[config.mk]
export PLATFORM = sky130hd
export DESIGN_NAME = extint_unit
export DESIGN_NICKNAME = d
export VERILOG_FILES = /design/src/rtl/extint_pkg.sv /design/src/rtl/extint_sync.sv /design/src/rtl/extint_detect.sv /design/src/rtl/extint_regs.sv /design/src/rtl/extint_unit.sv
export SDC_FILE = /design/constraint.sdc
export NUM_CORES = 1
export LEC_CHECK = 0
export ABC_AREA = 1
export BUFFER_PORTS_ARGS = -buffer_cell sky130_fd_sc_hd__buf_2
export CORE_MARGIN = 1
export CORE_UTILIZATION = 26
export DETAILED_ROUTE_END_ITERATION = 12
export GPL_ROUTABILITY_DRIVEN = 1
export HOLD_SLACK_MARGIN = 0.05
export MAX_ROUTING_LAYER = met4
export PLACE_DENSITY = 0.45
export SKIP_CTS_REPAIR_TIMING = 1
export SLEW_MARGIN = 20
export SYNTH_ARGS = -nofsm -noshare
export SYNTH_HDL_FRONTEND = slang
export SYNTH_SLANG_ARGS = --single-unit
[constraint.sdc]
create_clock -name clk -period 1.55 [get_ports clk]
set_input_delay 0.0775 -clock clk [delete_from_list [all_inputs] [get_ports clk]]
set_output_delay 0.0775 -clock clk [all_outputs]
set_load 0.1 [all_outputs]
[src/rtl/extint_pkg.sv]
package extint_pkg;

  localparam int MAX_PINS = 6;
  localparam int FIELD_W  = 4;
  localparam int CODE_W   = 3;
  localparam int REG_W    = 32;
  localparam int ADDR_W   = 4;

  localparam logic [ADDR_W-1:0] OFS_CFG = 4'h0;
  localparam logic [ADDR_W-1:0] OFS_CAP = 4'h4;
  localparam logic [ADDR_W-1:0] OFS_PND = 4'h8;
  localparam logic [ADDR_W-1:0] OFS_ENA = 4'hC;

  typedef enum logic [CODE_W-1:0] {
    TRG_OFF  = 3'd0,
    TRG_RISE = 3'd1,
    TRG_FALL = 3'd2,
    TRG_BOTH = 3'd3,
    TRG_RSV4 = 3'd4,
    TRG_HIGH = 3'd5,
    TRG_LOW  = 3'd6,
    TRG_RSV7 = 3'd7
  } trig_e;

  localparam logic [CODE_W-1:0] TRG_RESET = TRG_LOW;

  // level codes own the pending bit outright
  function automatic logic trig_is_level(trig_e t);
    return (t == TRG_HIGH) || (t == TRG_LOW);
  endfunction

  // edge qualification from current and previous synchronised level
  function automatic logic trig_edge_hit(trig_e t, logic cur, logic prv);
    logic hit;
    case (t)
      TRG_RISE: hit = cur & ~prv;
      TRG_FALL: hit = ~cur & prv;
      TRG_BOTH: hit = cur ^ prv;
      default:  hit = 1'b0;
    endcase
    return hit;
  endfunction

  // active level for the level codes
  function automatic logic trig_level_hit(trig_e t, logic cur);
    logic act;
    case (t)
      TRG_HIGH: act = cur;
      TRG_LOW:  act = ~cur;
      default:  act = 1'b0;
    endcase
    return act;
  endfunction

endpackage

[src/rtl/extint_sync.sv]
module extint_sync #(
  parameter int WIDTH  = 6,
  parameter int STAGES = 2
) (
  input  logic             clk,
  input  logic             rst_n,
  input  logic [WIDTH-1:0] async_i,
  output logic [WIDTH-1:0] sync_o
);

  logic [WIDTH-1:0] chain_q [STAGES];

  for (genvar s = 0; s < STAGES; s++) begin : g_stage
    if (s == 0) begin : g_first
      always_ff @(posedge clk or negedge rst_n) begin
        if (!rst_n) chain_q[s] <= '0;
        else        chain_q[s] <= async_i;
      end
    end else begin : g_next
      always_ff @(posedge clk or negedge rst_n) begin
        if (!rst_n) chain_q[s] <= '0;
        else        chain_q[s] <= chain_q[s-1];
      end
    end
  end

  assign sync_o = chain_q[STAGES-1];

endmodule

[src/rtl/extint_detect.sv]
module extint_detect
  import extint_pkg::*;
#(
  parameter int NUM_PINS = 6,
  localparam int CODES_W = NUM_PINS * CODE_W
) (
  input  logic                clk,
  input  logic                rst_n,
  input  logic [NUM_PINS-1:0] sync_lvl,
  input  logic [CODES_W-1:0]  cfg_codes,
  output logic [NUM_PINS-1:0] set_evt,
  output logic [NUM_PINS-1:0] lvl_mode,
  output logic [NUM_PINS-1:0] lvl_act
);

  logic [NUM_PINS-1:0] prev_q;

  always_ff @(posedge clk or negedge rst_n) begin
    if (!rst_n) prev_q <= '0;
    else        prev_q <= sync_lvl;
  end

  for (genvar i = 0; i < NUM_PINS; i++) begin : g_pin
    trig_e code;
    assign code        = trig_e'(cfg_codes[CODE_W*i +: CODE_W]);
    assign set_evt[i]  = trig_edge_hit(code, sync_lvl[i], prev_q[i]);
    assign lvl_mode[i] = trig_is_level(code);
    assign lvl_act[i]  = trig_level_hit(code, sync_lvl[i]);
  end

endmodule

[src/rtl/extint_regs.sv]
module extint_regs
  import extint_pkg::*;
#(
  parameter int NUM_PINS = 6,
  localparam int CODES_W = NUM_PINS * CODE_W
) (
  input  logic                clk,
  input  logic                rst_n,
  input  logic [ADDR_W-1:0]   bus_addr,
  input  logic                bus_wen,
  input  logic [REG_W-1:0]    bus_wdata,
  output logic [REG_W-1:0]    bus_rdata,
  input  logic [NUM_PINS-1:0] sync_lvl,
  input  logic [NUM_PINS-1:0] set_evt,
  input  logic [NUM_PINS-1:0] lvl_mode,
  input  logic [NUM_PINS-1:0] lvl_act,
  output logic [CODES_W-1:0]  cfg_codes,
  output logic [NUM_PINS-1:0] pend_q,
  output logic [NUM_PINS-1:0] en_q
);

  logic wr_cfg, wr_pnd, wr_ena;
  logic [CODE_W-1:0] cfg_q [NUM_PINS];

  assign wr_cfg = bus_wen && (bus_addr == OFS_CFG);
  assign wr_pnd = bus_wen && (bus_addr == OFS_PND);
  assign wr_ena = bus_wen && (bus_addr == OFS_ENA);

  for (genvar i = 0; i < NUM_PINS; i++) begin : g_pin
    logic clr_req;
    assign clr_req = wr_pnd && !bus_wdata[i];

    always_ff @(posedge clk or negedge rst_n) begin
      if (!rst_n)      cfg_q[i] <= TRG_RESET;
      else if (wr_cfg) cfg_q[i] <= bus_wdata[FIELD_W*i +: CODE_W];
    end

    // level mode tracks; otherwise set wins over clear
    always_ff @(posedge clk or negedge rst_n) begin
      if (!rst_n)           pend_q[i] <= 1'b0;
      else if (lvl_mode[i]) pend_q[i] <= lvl_act[i];
      else if (set_evt[i])  pend_q[i] <= 1'b1;
      else if (clr_req)     pend_q[i] <= 1'b0;
    end

    assign cfg_codes[CODE_W*i +: CODE_W] = cfg_q[i];
  end

  always_ff @(posedge clk or negedge rst_n) begin
    if (!rst_n)      en_q <= '0;
    else if (wr_ena) en_q <= bus_wdata[NUM_PINS-1:0];
  end

  always_comb begin
    bus_rdata = '0;
    case (bus_addr)
      OFS_CFG: for (int i = 0; i < NUM_PINS; i++) bus_rdata[FIELD_W*i +: CODE_W] = cfg_q[i];
      OFS_CAP: bus_rdata[NUM_PINS-1:0] = sync_lvl;
      OFS_PND: bus_rdata[NUM_PINS-1:0] = pend_q;
      OFS_ENA: bus_rdata[NUM_PINS-1:0] = en_q;
      default: bus_rdata = '0;
    endcase
  end

  logic unused_wbits;
  assign unused_wbits = ^bus_wdata;

endmodule

[src/rtl/extint_unit.sv]
module extint_unit
  import extint_pkg::*;
#(
  parameter int NUM_PINS    = 6,
  parameter int SYNC_STAGES = 2
) (
  input  logic                clk,
  input  logic                rst_n,
  input  logic [NUM_PINS-1:0] pin_i,
  input  logic [3:0]          bus_addr,
  input  logic                bus_wen,
  input  logic [31:0]         bus_wdata,
  output logic [31:0]         bus_rdata,
  output logic [NUM_PINS-1:0] irq_req_o
);

  localparam int CODES_W = NUM_PINS * CODE_W;

  logic [NUM_PINS-1:0] sync_lvl;
  logic [NUM_PINS-1:0] set_evt;
  logic [NUM_PINS-1:0] lvl_mode;
  logic [NUM_PINS-1:0] lvl_act;
  logic [NUM_PINS-1:0] pend_q;
  logic [NUM_PINS-1:0] en_q;
  logic [CODES_W-1:0]  cfg_codes;

  extint_sync #(.WIDTH(NUM_PINS), .STAGES(SYNC_STAGES)) u_sync (
    .clk     (clk),
    .rst_n   (rst_n),
    .async_i (pin_i),
    .sync_o  (sync_lvl)
  );

  extint_detect #(.NUM_PINS(NUM_PINS)) u_detect (
    .clk       (clk),
    .rst_n     (rst_n),
    .sync_lvl  (sync_lvl),
    .cfg_codes (cfg_codes),
    .set_evt   (set_evt),
    .lvl_mode  (lvl_mode),
    .lvl_act   (lvl_act)
  );

  extint_regs #(.NUM_PINS(NUM_PINS)) u_regs (
    .clk       (clk),
    .rst_n     (rst_n),
    .bus_addr  (bus_addr),
    .bus_wen   (bus_wen),
    .bus_wdata (bus_wdata),
    .bus_rdata (bus_rdata),
    .sync_lvl  (sync_lvl),
    .set_evt   (set_evt),
    .lvl_mode  (lvl_mode),
    .lvl_act   (lvl_act),
    .cfg_codes (cfg_codes),
    .pend_q    (pend_q),
    .en_q      (en_q)
  );

  assign irq_req_o = pend_q & en_q;

endmodule

Word level (Yosys, flattened, before mapping)
Index checks and enable logic that the tools add are counted.
Widths: inputs -> output; s select.
Storage, ports and cells
  output and inout bits: 38
  flip-flop bits (word level): 48
  word-level logic and storage cells: 146
  input port bits: 45
Operators by class
  bitwise operators: 31
  multiplexer cells: 38
  reductions and logical operators: 28
  equality and inequality tests: 33
Operators with widths (count)
  $eq 3x2->1 const B: 12
  $eq 3x3->1 const B: 12
  $pmux 1 s3: 7
  $mux 1: 19
  $eq 3x1->1 const B: 6
  $reduce_bool 3->1: 6
  $and 1x1->1: 12
  $mux 3: 4
  $not 1->1: 12
  $pmux 1 s2: 6
  $pmux 3 s4: 1
  $logic_and 1x1->1: 9
  $eq 4x4->1 const B: 2
  $pmux 2 s4: 1
  $and 6x6->6: 1
  $logic_not 1->1: 6
  $logic_or 1x1->1: 6
  $xor 1x1->1: 6
  $eq 4x3->1 const B: 1
  $logic_not 4->1: 1

Longest topological paths before layout
  word-level depth: 6
  depth in mapped cells: 9
  mapped depth without buffers: 9

By module
Synthesis repeated with hierarchy kept, for this count alone.
Second synthesis, totals
  cells, all modules: 410
  area, all modules: 3083.0 µm²
By module, submodules not included
  extint_regs: cells an instance 266, area an instance 1941.9 µm², times used 1, sequential area each 765.7 µm²
  extint_detect: cells an instance 114, area an instance 750.7 µm², times used 1, sequential area each 150.1 µm²
  extint_sync: cells an instance 18, area an instance 345.3 µm², times used 1, sequential area each 300.3 µm²
  extint_unit: cells an instance 12, area an instance 45.0 µm², times used 1, sequential area each 0.0 µm²

Worst setup path before layout
Ideal clock, no wire load.
  path type: register -> output
  from: register u_regs.cfg_q, in the netlist u_regs.cfg_codes[7]
  to: output bus_rdata[9]
  path slack: -428 ps
  stages on the path, launching flop included: 3
  required time: 1472 ps
  path buffers: 0
  arrival: 1900 ps
  cell sequence: dfstp_2 -> inv_1 -> nor2_1
Between the ends
  cells in the longest elaborated chain, start to end: 1
RTL lines
  start, declared: RTL line extint_regs.sv:23  | logic [CODE_W-1:0] cfg_q [NUM_PINS];
  start signal, assigned by index: RTL line extint_regs.sv:35  | else if (wr_cfg) cfg_q[i] <= bus_wdata[FIELD_W*i +: CODE_W];
  $mux 3: RTL line extint_regs.sv:56  | case (bus_addr)
  end, declared: RTL line extint_unit.sv:13  | output logic [31:0] bus_rdata,
No other way between the ends.

Worst setup path after layout
  from: register u_regs.cfg_q, in the netlist u_regs.cfg_codes[16]
  to: output bus_rdata[21]
The elaborated chain is that of the path after synthesis.

==> impl_results.md <==
- Outcome: complete, no violations
- Crit path DAT: 1.39 ns
- DR vias/cell: ~4.4
- Initial Util: 0.273
- Total gr overflow: 0
- Syn Area/Cell: roughly 7.4 sq um
- Synth Instances: ~390
- Die footprint: ~0.011 sq mm
- Synthesis Warnings: 0
- Slew Viols, Final: 0
- Multi-input logic area: around 0.0013 sq mm
- Reg2reg setup slack: 0.19 ns
- WP data required: 1.47 ns
- CTS H-Tree Depth: 2
- CP Launch Point: u_regs.cfg_codes[16]
- Max Cap Viol: 0
- # setup viols final: 0
- Worst-skew pair later-pin latency: around 0.30 ns
- R2R depth: 8
- P&R area growth vs syn: 35.8%
- #FFs+latches synth: between 40 and 50
- Register area share after synthesis: 0.424
- Worst VDD drop: 0.000466 V
- Post-detail-place hpwl: 5210 um
- Largest net degree at the start of global routing: 37
- First-pass GRT wire length: around 12000 um
- Post-route minimum period: 1.47 ns
- Leak Pwr: between 2 and 2.5 nW
- Worst r2r src: u_sync.sync_o[3]
- Inserted Clock Buffers: 5
- Critical path capture point type: output pin
- DRC Markers: 0
- Routed WL: 7050 um
- Setup TNS Final: 0 ns
- Register area: between 0.001 and 0.0015 sq mm
- CTS clk-pin slew, worst paths: 0.09 ns
- Die Y: around 110 um
- Commonest cells after routing, fill and taps aside: nand2_1, inv_1, nor2_1, buf_2, dfrtp_1
- CTS tree: built
- Core area: between 0.01 and 0.015 sq mm
- Post-synth top area cell: dfrtp_1
- WL per Instance: between 10 and 15 um
- CP Class: register to output pin
- Worst hold path class: input pin to register
- Gpl congestion: around 0.78
- # IOs: 83
- Post-Route Utilization: 0.371
- Drt pass-1 iters: 4
- Final Cycle Share: 0.948
- CTS sink cnt: 48
- Skew final: ~0.0035 ns
- Post-synth top area share: 0.314
- Pwr per Cell Area: approximately 1100 mW/mm^2
- Vias in the first global route: about 2600
- Fraction of layout cells with a size suffix above 1: 0.225
- Crit path launch type: register
- Initial antenna violation count: 0
- Post-layout nets: approximately 520
- Fin. Hold Viols: 0
- Num rows: 37
- Clk buf depth: 2
- CP endpoint: bus_rdata[21]
- Hold Path Depth: 3
- Peak fanout along the critical path: 6
- Ranking of synthesized cells by area: dfrtp_1, nand2_1, dfstp_2
- Post-synth design cell area: 0.00287 sq mm
- Routed vias: around 2600
- Port Buffer Count: 56
- Chip width: 107 um
- FF-to-FF End: u_regs.pend_q[3]
- DR iter-0 viols: approximately 110
- Netlist cell types: 22
- Post-route ant nets: 0
- Final antenna diode count: 0
- Clk root buf: clkbuf_8
- Leading cell type in the layout, fill and taps excluded: nand2_1
- F_max: 681 MHz
- Filler Cells Inserted: approximately 1100
- Total track usage: 0.134
- Total chip power: 0.00433 W
==> state kept, by name, summed over array words and instances (netlist names) <==
register / count
u_detect.prev_q: 6
u_sync.chain_q: 6
u_regs.pend_q: 6
u_regs.cfg_codes: 18
u_regs.en_q: 6
u_sync.sync_o: 6
==> worst max-delay path, cell delays in order, from the launching register on <==
cell and delay [ns]:
dfstp_2 0.59, inv_1 0.12, nor2_2 0.18, buf_12 0.19
==> synthesized netlist by cell type <==
cell and n:
a21oi_1 13, buf_2 6, buf_4 13, buf_6 1, clkbuf_1 3, conb_1 1
dfrtp_1 36, dfstp_2 12, ha_1 12, inv_1 63, nand2_1 87, nand2_2 2
nand3_1 31, nand3_4 1, nand4_1 29, nor2_1 56, nor2_2 1, nor2_4 2
nor3_1 1, o21ai_0 8, o21ai_1 3, o21ai_2 6
==> metrics by stage <==
step	std cells	setup slack, ns	cell area [sq um]	hold slack (ns)
2_1_floorplan	399	-0.414	2940	-0.218
3_3_place_gp	577	0.218	3600	0.0354
3_5_place_dp	577	0.197	3600	0.0350
4_1_cts	585	0.0729	3720	-0.301
5_1_grt	602	-0.00321	3890	0.0555
6_report	602	0.0806	3890	0.0138
==> area by class of cell <==
class | count | share of cell area
Clock buffer | 7 | 0.0247
Clock inverter | 1 | 0.00771
Inverter | 63 | 0.0607
Multi-Input combinational cell | 265 | 0.341
Sequential cell | 48 | 0.312
Tap cell | 136 | 0.0437
Timing Repair Buffer | 82 | 0.210
==> how the worst min path moves through the flow <==
stage | from | end | slack, ns
final | bus_wdata[10] | u_regs.cfg_codes[8] | 0.01
after global routing | bus_wdata[8] | u_regs.cfg_codes[6] | 0.06
after CTS | rst_n | u_sync.chain_q[6] | -0.30
after detailed placement | rst_n | u_sync.chain_q[8] | 0.03
after global placement | rst_n | u_sync.chain_q[8] | 0.04
after floorplan | rst_n | u_detect.prev_q[0] | -0.22
==> power breakdown <==
| group | switching [W] | internal, W |
|---|---|---|
| clock network | 0.000427 | 0.000570 |
| logic | 0.00111 | 0.000448 |
| registers | 0.000249 | 0.00153 |
==> routing by layer <==
| metal | track usage | vias up | routed length (um) |
|---|---|---|---|
| met5 | - | - | 0 |
| met4 | 0.0323 | 0 | 68 |
| met3 | 0.0255 | 5 | 276 |
| met2 | 0.224 | 60 | 3340 |
| met1 | 0.166 | 1210 | 3360 |
| li1 | - | 1354 | - |
==> cells by family after synthesis <==
group	count (synthesis)	synth area share
AND/OR/NAND/NOR	210	0.327
AO/OA/AOI/OAI	30	0.0602
flip-flops	48	0.424
other	1	0.00131
adder cells (fa/ha/maj)	12	0.0524
buffers and inverters	86	0.135
Note: power is estimated with default switching activity, not from simulation.
